### config.mk
export PLATFORM = sky130hd
export DESIGN_NAME = cmdlist_top
export DESIGN_NICKNAME = d
export VERILOG_FILES = /design/src/rtl/cmdlist_pkg.sv /design/src/rtl/cmdlist_datapath.sv /design/src/rtl/cmdlist_ctrl.sv /design/src/rtl/cmdlist_top.sv
export SDC_FILE = /design/constraint.sdc
export NUM_CORES = 1
export LEC_CHECK = 0
export BUFFER_PORTS_ARGS = -buffer_cell sky130_fd_sc_hd__buf_2
export CAP_MARGIN = 20
export CORE_MARGIN = 3
export CORE_UTILIZATION = 50
export DETAILED_ROUTE_END_ITERATION = 6
export PLACE_DENSITY_LB_ADDON = 0.15
export SETUP_SLACK_MARGIN = 0.05
export SLEW_MARGIN = 10
export SYNTH_ARGS = -nofsm -noshare
export SYNTH_HDL_FRONTEND = slang
export SYNTH_SLANG_ARGS = --single-unit
### constraint.sdc
create_clock -name clk -period 6.4 [get_ports clk]
set_input_delay 0.96 -clock clk [delete_from_list [all_inputs] [get_ports clk]]
set_output_delay 0.96 -clock clk [all_outputs]
set_load 0.01 [all_outputs]
### src/rtl/cmdlist_pkg.sv
package cmdlist_pkg;

  typedef struct packed {
    logic load;
    logic advance;
    logic finish;
    logic abort;
  } dispStrb_t;

  localparam int ENTRY_W  = 17;
  localparam int FLAG_BIT = 23;

  localparam logic [1:0] REG_CTRL = 2'd0;
  localparam logic [1:0] REG_RUN  = 2'd1;
  localparam logic [1:0] REG_IEN  = 2'd2;
  localparam logic [1:0] REG_STAT = 2'd3;

endpackage

### src/rtl/cmdlist_datapath.sv
module cmdlist_datapath
  import cmdlist_pkg::*;
#(
  parameter int CNT_W = 5,
  localparam int ADDR_W = CNT_W + 3,
  localparam int DEPTH = 1 << CNT_W
) (
  input  logic              clk,
  input  logic              rstN,
  input  logic              hostWe,
  input  logic [ADDR_W-1:0] hostAddr,
  input  logic [31:0]       hostWdata,
  input  dispStrb_t         strb,
  output logic              startReq,
  output logic              stopReq,
  output logic              listEmpty,
  output logic              ptrLast,
  output logic              doneFlag,
  output logic              irq,
  output logic              outIsCmd,
  output logic [15:0]       outData
);

  logic [ENTRY_W-1:0] listMem [DEPTH];
  logic [CNT_W-1:0]   slotSel;
  logic               listWr, regWr;
  logic [1:0]         regIdx;
  logic               cmdEn, runBit, intEn;
  logic [CNT_W-1:0]   cntCfg, cntLatch, ptr;

  assign listWr  = hostWe && hostAddr[ADDR_W-1];
  assign regWr   = hostWe && !hostAddr[ADDR_W-1];
  assign slotSel = hostAddr[ADDR_W-2:2];
  assign regIdx  = hostAddr[3:2];

  always_ff @(posedge clk) begin
    if (listWr) listMem[slotSel] <= {hostWdata[FLAG_BIT], hostWdata[15:0]};
  end

  assign startReq  = regWr && regIdx == REG_RUN && hostWdata[15] && !runBit;
  assign stopReq   = regWr && regIdx == REG_RUN && !hostWdata[15];
  assign listEmpty = !cmdEn || cntCfg == '0;
  assign ptrLast   = ptr == cntLatch - 1'b1;

  always_ff @(posedge clk or negedge rstN) begin
    if (!rstN) begin
      cmdEn  <= 1'b0;
      cntCfg <= '0;
      runBit <= 1'b0;
      intEn  <= 1'b0;
    end else if (regWr) begin
      case (regIdx)
        REG_CTRL: begin
          cmdEn  <= hostWdata[15];
          cntCfg <= hostWdata[8 +: CNT_W];
        end
        REG_RUN: runBit <= hostWdata[15];
        REG_IEN: intEn  <= hostWdata[0];
        default: ;
      endcase
    end
  end

  always_ff @(posedge clk or negedge rstN) begin
    if (!rstN) begin
      ptr      <= '0;
      cntLatch <= '0;
    end else if (strb.load) begin
      ptr      <= '0;
      cntLatch <= cntCfg;
    end else if (strb.advance) begin
      ptr <= ptr + 1'b1;
    end
  end

  always_ff @(posedge clk or negedge rstN) begin
    if (!rstN) doneFlag <= 1'b0;
    else if (strb.finish) doneFlag <= 1'b1;
    else if (regWr && regIdx == REG_STAT && hostWdata[0]) doneFlag <= 1'b0;
  end

  assign irq      = doneFlag && intEn;
  assign outIsCmd = listMem[ptr][ENTRY_W-1];
  assign outData  = listMem[ptr][15:0];

  AST_LOAD_RESETS_PTR: assert property (@(posedge clk) disable iff (!rstN)
    strb.load |=> ptr == '0);
  AST_ADVANCE_IN_RANGE: assert property (@(posedge clk) disable iff (!rstN)
    strb.advance |-> ptr < cntLatch);
  AST_FINISH_SETS_DONE: assert property (@(posedge clk) disable iff (!rstN)
    strb.finish |=> doneFlag);

endmodule

### src/rtl/cmdlist_ctrl.sv
module cmdlist_ctrl
  import cmdlist_pkg::*;
(
  input  logic      clk,
  input  logic      rstN,
  input  logic      startReq,
  input  logic      stopReq,
  input  logic      listEmpty,
  input  logic      ptrLast,
  input  logic      outReady,
  output dispStrb_t strb,
  output logic      sending
);

  typedef enum logic {ST_IDLE, ST_SEND} state_t;
  state_t state, stateNxt;

  always_comb begin
    strb     = '0;
    stateNxt = state;
    case (state)
      ST_IDLE: begin
        if (startReq) begin
          if (listEmpty) strb.finish = 1'b1;
          else begin
            strb.load = 1'b1;
            stateNxt  = ST_SEND;
          end
        end
      end
      ST_SEND: begin
        if (stopReq) begin
          strb.abort = 1'b1;
          stateNxt   = ST_IDLE;
        end else if (outReady) begin
          strb.advance = 1'b1;
          if (ptrLast) begin
            strb.finish = 1'b1;
            stateNxt    = ST_IDLE;
          end
        end
      end
      default: stateNxt = ST_IDLE;
    endcase
  end

  always_ff @(posedge clk or negedge rstN) begin
    if (!rstN) state <= ST_IDLE;
    else       state <= stateNxt;
  end

  assign sending = state == ST_SEND;

  AST_STALL_HOLDS: assert property (@(posedge clk) disable iff (!rstN)
    (sending && !outReady && !stopReq) |=> sending);
  AST_FINISH_IDLES: assert property (@(posedge clk) disable iff (!rstN)
    strb.finish |=> !sending);
  AST_ABORT_IDLES: assert property (@(posedge clk) disable iff (!rstN)
    (sending && stopReq) |=> !sending);

endmodule

### src/rtl/cmdlist_top.sv
module cmdlist_top
  import cmdlist_pkg::*;
#(
  parameter int CNT_W = 5,
  localparam int ADDR_W = CNT_W + 3
) (
  input  logic              clk,
  input  logic              rstN,
  input  logic              hostWe,
  input  logic [ADDR_W-1:0] hostAddr,
  input  logic [31:0]       hostWdata,
  output logic              busy,
  output logic              doneFlag,
  output logic              irq,
  output logic              outValid,
  input  logic              outReady,
  output logic              outIsCmd,
  output logic [15:0]       outData
);

  dispStrb_t strb;
  logic startReq, stopReq, listEmpty, ptrLast, sending;

  cmdlist_datapath #(.CNT_W(CNT_W)) uDp (
    .clk(clk), .rstN(rstN), .hostWe(hostWe), .hostAddr(hostAddr),
    .hostWdata(hostWdata), .strb(strb), .startReq(startReq),
    .stopReq(stopReq), .listEmpty(listEmpty), .ptrLast(ptrLast),
    .doneFlag(doneFlag), .irq(irq), .outIsCmd(outIsCmd), .outData(outData)
  );

  cmdlist_ctrl uCtrl (
    .clk(clk), .rstN(rstN), .startReq(startReq), .stopReq(stopReq),
    .listEmpty(listEmpty), .ptrLast(ptrLast), .outReady(outReady),
    .strb(strb), .sending(sending)
  );

  assign busy     = sending;
  assign outValid = sending;

endmodule

==> results.toml, run 1 <==
[cts]
clk_pin_slew_ns = 0.06
cts_setup_buffers = 0
h-tree-depth = 2
hold_buffers = 0
cts_tree = "yes"
insertion_delay_ns = 0.60
cts_sinks = 564
clockBufferDepth = 3
cts_inserted_buffers = 56
ctsResizeCount = 0
root_buffer = "clkbuf_16"

[finish]
multi_input_area_sq_um = 4790
syn_to_final_growth_pct = 13.3
final_nets = 1174
drive_above_1_share_pct = 28.2
regArea_sq_um = 16800
fillerInstances = 3251

[yosys]
syn_area_sq_um = 21900
synth-edff-count = 544
synth_nets = 1082
synth_ff_type = "edfxtp_1"
ys_types = 50
syn_area_per_cell_sq_um = 21.1
yosys_warnings = 0
postSynthCellCount = 1036
ys_seq_area_share_pct = 77.0
synth-seq-cells = 564
ys_async_sr_fraction_pct = 3.55

[power]
pwr_density_cell_nw_per_um2 = 374
p_sw_share_pct = 27.7
peakVddDrop_mv = 0.207
power_frac_comb_pct = 22.0
clockPowerShare_pct = 31.9
seq_power_share_pct = 46.1
p_int_w = 0.00670
leakagePower_nw = 7.83
switchingPower_w = 0.00257

[sta]
min_period_ns = 4.85
timing.fmax_mhz = 206
drv_slew = 0
finClkSkew_ns = 0.00650
final.setup.tns_ns = 0
tightest_slew_ns = 1.09
period_share_pct = 75.8
timing.final.ws_setup_ns = 1.55
slew-limit-headroom_pct = 27.5
hold_viol = 0
rsz0062_at_grt = "false"
setup_viol_count_final = 0

[global_routing]
antenna_found_initial = 0
grt_pass1_wl_microns = 73500
grt_pass1_vias = 10845
grt_remaining_overflow = 0
grt_max_degree = 57
grt_use_total_pct = 21.7

[placed_design]
post-place-ws_ns = 2.07
dp_hpwl_microns = 29300
gp_congestion = 0.774
io_buffers = 47

[floorplanning]
initial_core_util_pct = 50.7
row_count = 76
die_y_microns = 215
design.die.area_sq_um = 46300
core_sq_um = 43200
die_w_microns = 215
io_pins = 65

[routing]
drtPass1Iterations = 5
drt_iter0_drc = 908
routed_wl_microns = 49700
ant_nets = 0
routedWlPerCell_microns = 28.3
drt_drc_violations_left = 0
via_per_inst = 6.03
vias = 10579

[critical_path]
start_kind = "register"
crit_type = "register to primary output"
end_kind = "primary output"
critPathArrivalTime_ns = 3.89
worst-path-max-fanout = 31
crit_required_ns = 5.44
reg2reg_from = "uDp.ptr[2]$_DFFE_PN0P_"
crit_start = "uDp.ptr[1]$_DFFE_PN0P_"

[flow_run]
maxCapViolCount = 0

[outcome]
status = "finished clean"

[hold_path]
hold_path_class = "input pin to async pin"
## through the flow
| stage | utilization (%) | instance area, sq um | hold WS (ns) | power (W) | instances |
|---|---|---|---|---|---|
| 6_report | 57.4 | 24800 | 0.317 | 0.00927 | 1754 |
| 5_1_grt | 57.4 | 24800 | 0.319 | 0.00962 | 1753 |
| 4_1_cts | 57.2 | 24700 | 0.291 | 0.00935 | 1746 |
| 3_5_place_dp | 53.4 | 23100 | 0.487 | 0.00642 | 1648 |
| 3_3_place_gp | 52.9 | 22800 | 0.481 | 0.00640 | 1633 |
| 2_1_floorplan | - | 21900 | 0.470 | 0.00573 | 1036 |
## kinds of logic after synthesis
logic type	Yosys count	synth area share [%]
fa+ha+maj	2	0.114
simple gates	80	1.90
mux	184	14.4
compound gates	134	4.64
xor+xnor	8	0.389
flops	564	77.0
buf+inv	64	1.62
## cells in the final DEF, fill, tap and decap left out, types with 3 or more instances in the layout
| cell | n |
|---|---|
| edfxtp_1 | 544 |
| mux4_2 | 101 |
| mux2i_1 | 70 |
| clkbuf_16 | 58 |
| buf_2 | 47 |
| nor2_2 | 32 |
| a21oi_1 | 31 |
| buf_4 | 21 |
| a22oi_1 | 20 |
| buf_8 | 20 |
| o22ai_1 | 17 |
| clkbuf_1 | 17 |
| dfrtp_1 | 17 |
| o221ai_1 | 15 |
| a22o_1 | 15 |
| clkinv_1 | 11 |
| a2111oi_2 | 10 |
| clkinv_2 | 10 |
| mux2_2 | 8 |
| nand2_1 | 7 |
| o21ai_0 | 7 |
| inv_1 | 6 |
| nor3_1 | 6 |
| nor2_1 | 6 |
| nand3b_1 | 5 |
| nand3_1 | 5 |
| mux2_4 | 5 |
| o211ai_1 | 4 |
| a2111oi_1 | 4 |
| or3_1 | 4 |
| xnor2_1 | 4 |
| a211oi_1 | 3 |
| xor2_1 | 3 |
## flip-flops by register name, summed over array words and instances (netlist names)
register       flops
uDp.cntLatch       5
uDp.doneFlag       1
uDp.cmdEn          1
uDp.ptr            5
uDp.listMem      544
uDp.runBit         1
uDp.intEn          1
uDp.cntCfg         5
uCtrl.sending      1
## per-layer routing
metal  vias to the layer above  part of all wire [%]  track usage, %
met4                         0                   2.6            6.32
met2                       378                    46            33.2
li1                       4539                     -               -
met3                        76                   7.1            3.99
met1                      5586                    44            32.7
met5                         -                     0               0
## power by group through the flow
stage | Clock [W] | Sequential, W | Combinational (W)
global route | 0.00317 | 0.00429 | 0.00216
CTS | 0.00301 | 0.00427 | 0.00207
floorplan | 0 | 0.00421 | 0.00152
detailed placement | 0 | 0.00435 | 0.00206
finish | 0.00295 | 0.00427 | 0.00204
global placement | 0 | 0.00435 | 0.00205
## final cells by class
| class | count | share of cell area (%) |
|---|---|---|
| multi-input cells | 408 | 19.3 |
| clock inverters | 23 | 0.469 |
| inverters | 6 | 0.0908 |
| clock buffers | 75 | 6.11 |
| diodes | 1 | 0.0101 |
| well taps | 585 | 2.95 |
| flip-flops and latches | 564 | 67.9 |
| repair buffers | 92 | 3.11 |
## synthesized netlist by cell type, types with 2 or more instances
| master | instances | share of area, % |
|---|---|---|
| clkbuf_1 | 22 | 0.38 |
| nor3b_1 | 2 | 0.069 |
| nor2b_1 | 2 | 0.057 |
| or3b_2 | 2 | 0.080 |
| o22ai_1 | 17 | 0.49 |
| dfrtp_1 | 20 | 2.3 |
| buf_1 | 4 | 0.069 |
| or3_1 | 4 | 0.11 |
| buf_6 | 8 | 0.41 |
| o21ai_0 | 7 | 0.16 |
| buf_4 | 10 | 0.34 |
| a211oi_1 | 3 | 0.10 |
| o211ai_1 | 4 | 0.14 |
| nand3_1 | 5 | 0.11 |
| inv_1 | 6 | 0.10 |
| nor3_1 | 6 | 0.14 |
| mux4_2 | 101 | 10 |
| nor2_1 | 39 | 0.67 |
| mux2_2 | 8 | 0.41 |
| xor2_1 | 3 | 0.12 |
| ha_1 | 2 | 0.11 |
| edfxtp_1 | 544 | 75 |
| a2111oi_0 | 4 | 0.16 |
| a2111oi_2 | 10 | 0.69 |
| o221ai_1 | 15 | 0.60 |
| a21oi_1 | 31 | 0.71 |
| a22oi_1 | 20 | 0.69 |
| a2111oi_1 | 2 | 0.092 |
| xnor2_1 | 4 | 0.16 |
| nand2_1 | 7 | 0.12 |
| buf_2 | 14 | 0.32 |
| mux2i_1 | 70 | 3.2 |
| nand3b_1 | 5 | 0.17 |
| mux2_4 | 5 | 0.34 |
| a22o_1 | 15 | 0.60 |
## worst paths after layout
check | cells after the start | slack [ns] | endpoint
max in group asynchronous | 1 | 5.72 | uDp.ptr[0]$_DFFE_PN0P_
min in group clk | 1 | 0.50 | uDp.runBit$_DFFE_PN0P_
worst min register to register | 1 | 0.50 | uDp.runBit$_DFFE_PN0P_
worst max-delay path | 5 | 1.55 | outIsCmd
worst max register to register | 5 | 3.91 | uCtrl.sending$_DFF_PN0_
worst min-delay path | 1 | 0.32 | uCtrl.sending$_DFF_PN0_
## critical path, cell delays in order (launching register included)
cell,delay [ns]
dfrtp_2,0.99
nand3b_1,0.79
o22ai_1,0.18
a2111oi_1,0.90
a21oi_1,0.18
buf_2,0.21
Note: power is estimated with default switching activity, not from simulation.
==> run 2: changes to the inputs <==
Clock period 6.4 ns to 5 ns, I/O delays scaled along.
==> run 2 against run 1 <==
  * Cell count is 0.86% higher
  * Sequential share of layout area decreased by 0.74 points
  * Die area unchanged
  * Worst hold slack worse by 0.22 ns
  * Sequential cell count stayed put
==> results.toml, run 2 (synthesis gave the netlist of run 1 again) <==
[critical_path]
critPathArrivalTime_ns = 3.67
crit_type = "register to primary output"
start_kind = "register"
cpPeakStageDelay_ns = 0.91
crit_required_ns = 4.25
rrSetupSlack_ns = 2.83
worst-path-max-fanout = 33
slowest_stage = "a2111oi_1"
reg2reg_to = "uDp.ptr[4]$_DFFE_PN0P_"
end_kind = "primary output"
worstRegToRegCells = 5
crit_chain = "mux4_2 -> a22o_1 -> a2111oi_1 -> a21oi_1 -> buf_2"
reg2reg_from = "uDp.ptr[0]$_DFFE_PN0P_"

[sta]
hold_viol = 0
final.setup.tns_ns = 0
finClkSkew_ns = 0.0122
timing.fmax_mhz = 226
tightest_slew_ns = 1.06
rsz0062_at_grt = "false"
slew-limit-headroom_pct = 28.9
setup_viol_count_final = 0
drv_slew = 0
min_period_ns = 4.42
period_share_pct = 88.4
whs_ns = 0.0971
timing.final.ws_setup_ns = 0.578

[global_routing]
antenna_found_initial = 0
grt_pass1_wl_microns = 73100
grt_use_total_pct = 21.7
grt_remaining_overflow = 0
grt_max_degree = 49
grt_pass1_vias = 10624

[floorplanning]
core_sq_um = 43200
initial_core_util_pct = 50.7
die_y_microns = 215
row_count = 76
design.die.area_sq_um = 46300
die_w_microns = 215
io_pins = 65

[routing]
via_per_inst = 6.01
ant_nets = 0
routed_wl_microns = 49800
drtPass1Iterations = 5
routedWlPerCell_microns = 28.1
drt_drc_violations_left = 0
vias = 10640
drt_iter0_drc = 1029

[outcome]
status = "finished clean"

[finish]
instances_no_fill = 1769
final_cell_mix = "544 x edfxtp_1, 101 x mux4_2, 70 x mux2i_1"
fin_util_pct = 58.1
drive_above_1_share_pct = 29.1
regArea_sq_um = 16800
multi_input_area_sq_um = 4790
fillerInstances = 3198
final_nets = 1182
top_register = "uDp.listMem"
syn_to_final_growth_pct = 14.6
final_common_cell = "edfxtp_1"
insertedDiodeCount = 0
largest_register_ff_count = 544

[placed_design]
dp_hpwl_microns = 29800
gp_congestion = 0.785
io_buffers = 47
post-place-ws_ns = 1.07
placed_cells = 1653

[cts]
hold_buffers = 0
h-tree-depth = 2
root_buffer = "clkbuf_16"
cts_setup_buffers = 0
cts_tree = "yes"
cts_inserted_buffers = 57
clockBufferDepth = 3
cts_sinks = 564
clk_pin_slew_ns = 0.06
ctsResizeCount = 0
insertion_delay_ns = 0.60

[power]
leakagePower_nw = 7.97
peakVddDrop_mv = 0.296
pwr_density_cell_nw_per_um2 = 490

[flow_run]
maxCapViolCount = 0

[hold_path]
hold_path_class = "input pin to async pin"
## run 2: through the flow
| step | power (W) | cell area [sq um] |
|---|---|---|
| 2_1_floorplan | 0.00733 | 21900 |
| 3_3_place_gp | 0.00822 | 22900 |
| 3_5_place_dp | 0.00823 | 23100 |
| 4_1_cts | 0.0124 | 24900 |
| 5_1_grt | 0.0127 | 25100 |
| 6_report | 0.0123 | 25100 |
## run 2: routing by layer
layer | track usage (%) | vias up | wire length [microns] | part of all wire (%)
met2 | 32.9 | 389 | 23000 | 46
met4 | 6.83 | 0 | 1380 | 2.8
met5 | 0 | - | 0 | 0
met3 | 3.92 | 79 | 3350 | 6.7
met1 | 32.6 | 5614 | 22100 | 44
li1 | - | 4558 | - | -
## run 2: how the worst max path moves through the flow
stage	cells past startpoint	startpoint	end	slack [ns]
finish	5	uDp.ptr[0]$_DFFE_PN0P_	outIsCmd	0.58
global route	6	uDp.ptr[0]$_DFFE_PN0P_	outData[13]	0.45
CTS	5	uDp.ptr[0]$_DFFE_PN0P_	outIsCmd	0.40
detailed placement	5	uDp.ptr[0]$_DFFE_PN0P_	outIsCmd	1.07
global placement	5	uDp.ptr[0]$_DFFE_PN0P_	outIsCmd	1.05
floorplan	8	uDp.ptr[0]$_DFFE_PN0P_	outData[10]	2.46
## run 2: final cells by class
cell class / instances / share of cell area (%)
timing repair buffer: 99 / 3.30
clock buffer: 80 / 6.36
clock inverter: 27 / 1.02
multi-input combinational: 408 / 19.1
sequential: 564 / 67.2
inverter: 6 / 0.0899
tap: 585 / 2.92
## run 2: critical path: cells and delay by family (launching register included)
family / cells / cell delay, ns
DFF: 1 / 0.86
muxes: 1 / 0.60
AOI/OAI and AO/OA: 3 / 1.36
buffers and inverters: 1 / 0.21
## run 2: report_power, final
| group | internal (W) | switching (W) | total [W] |
|---|---|---|---|
| Sequential | 0.00526 | 0.000184 | 0.00544 |
| Combinational | 0.00124 | 0.00141 | 0.00265 |
| Clock | 0.00247 | 0.00172 | 0.00419 |
| Total | 0.00897 | 0.00332 | 0.0123 |
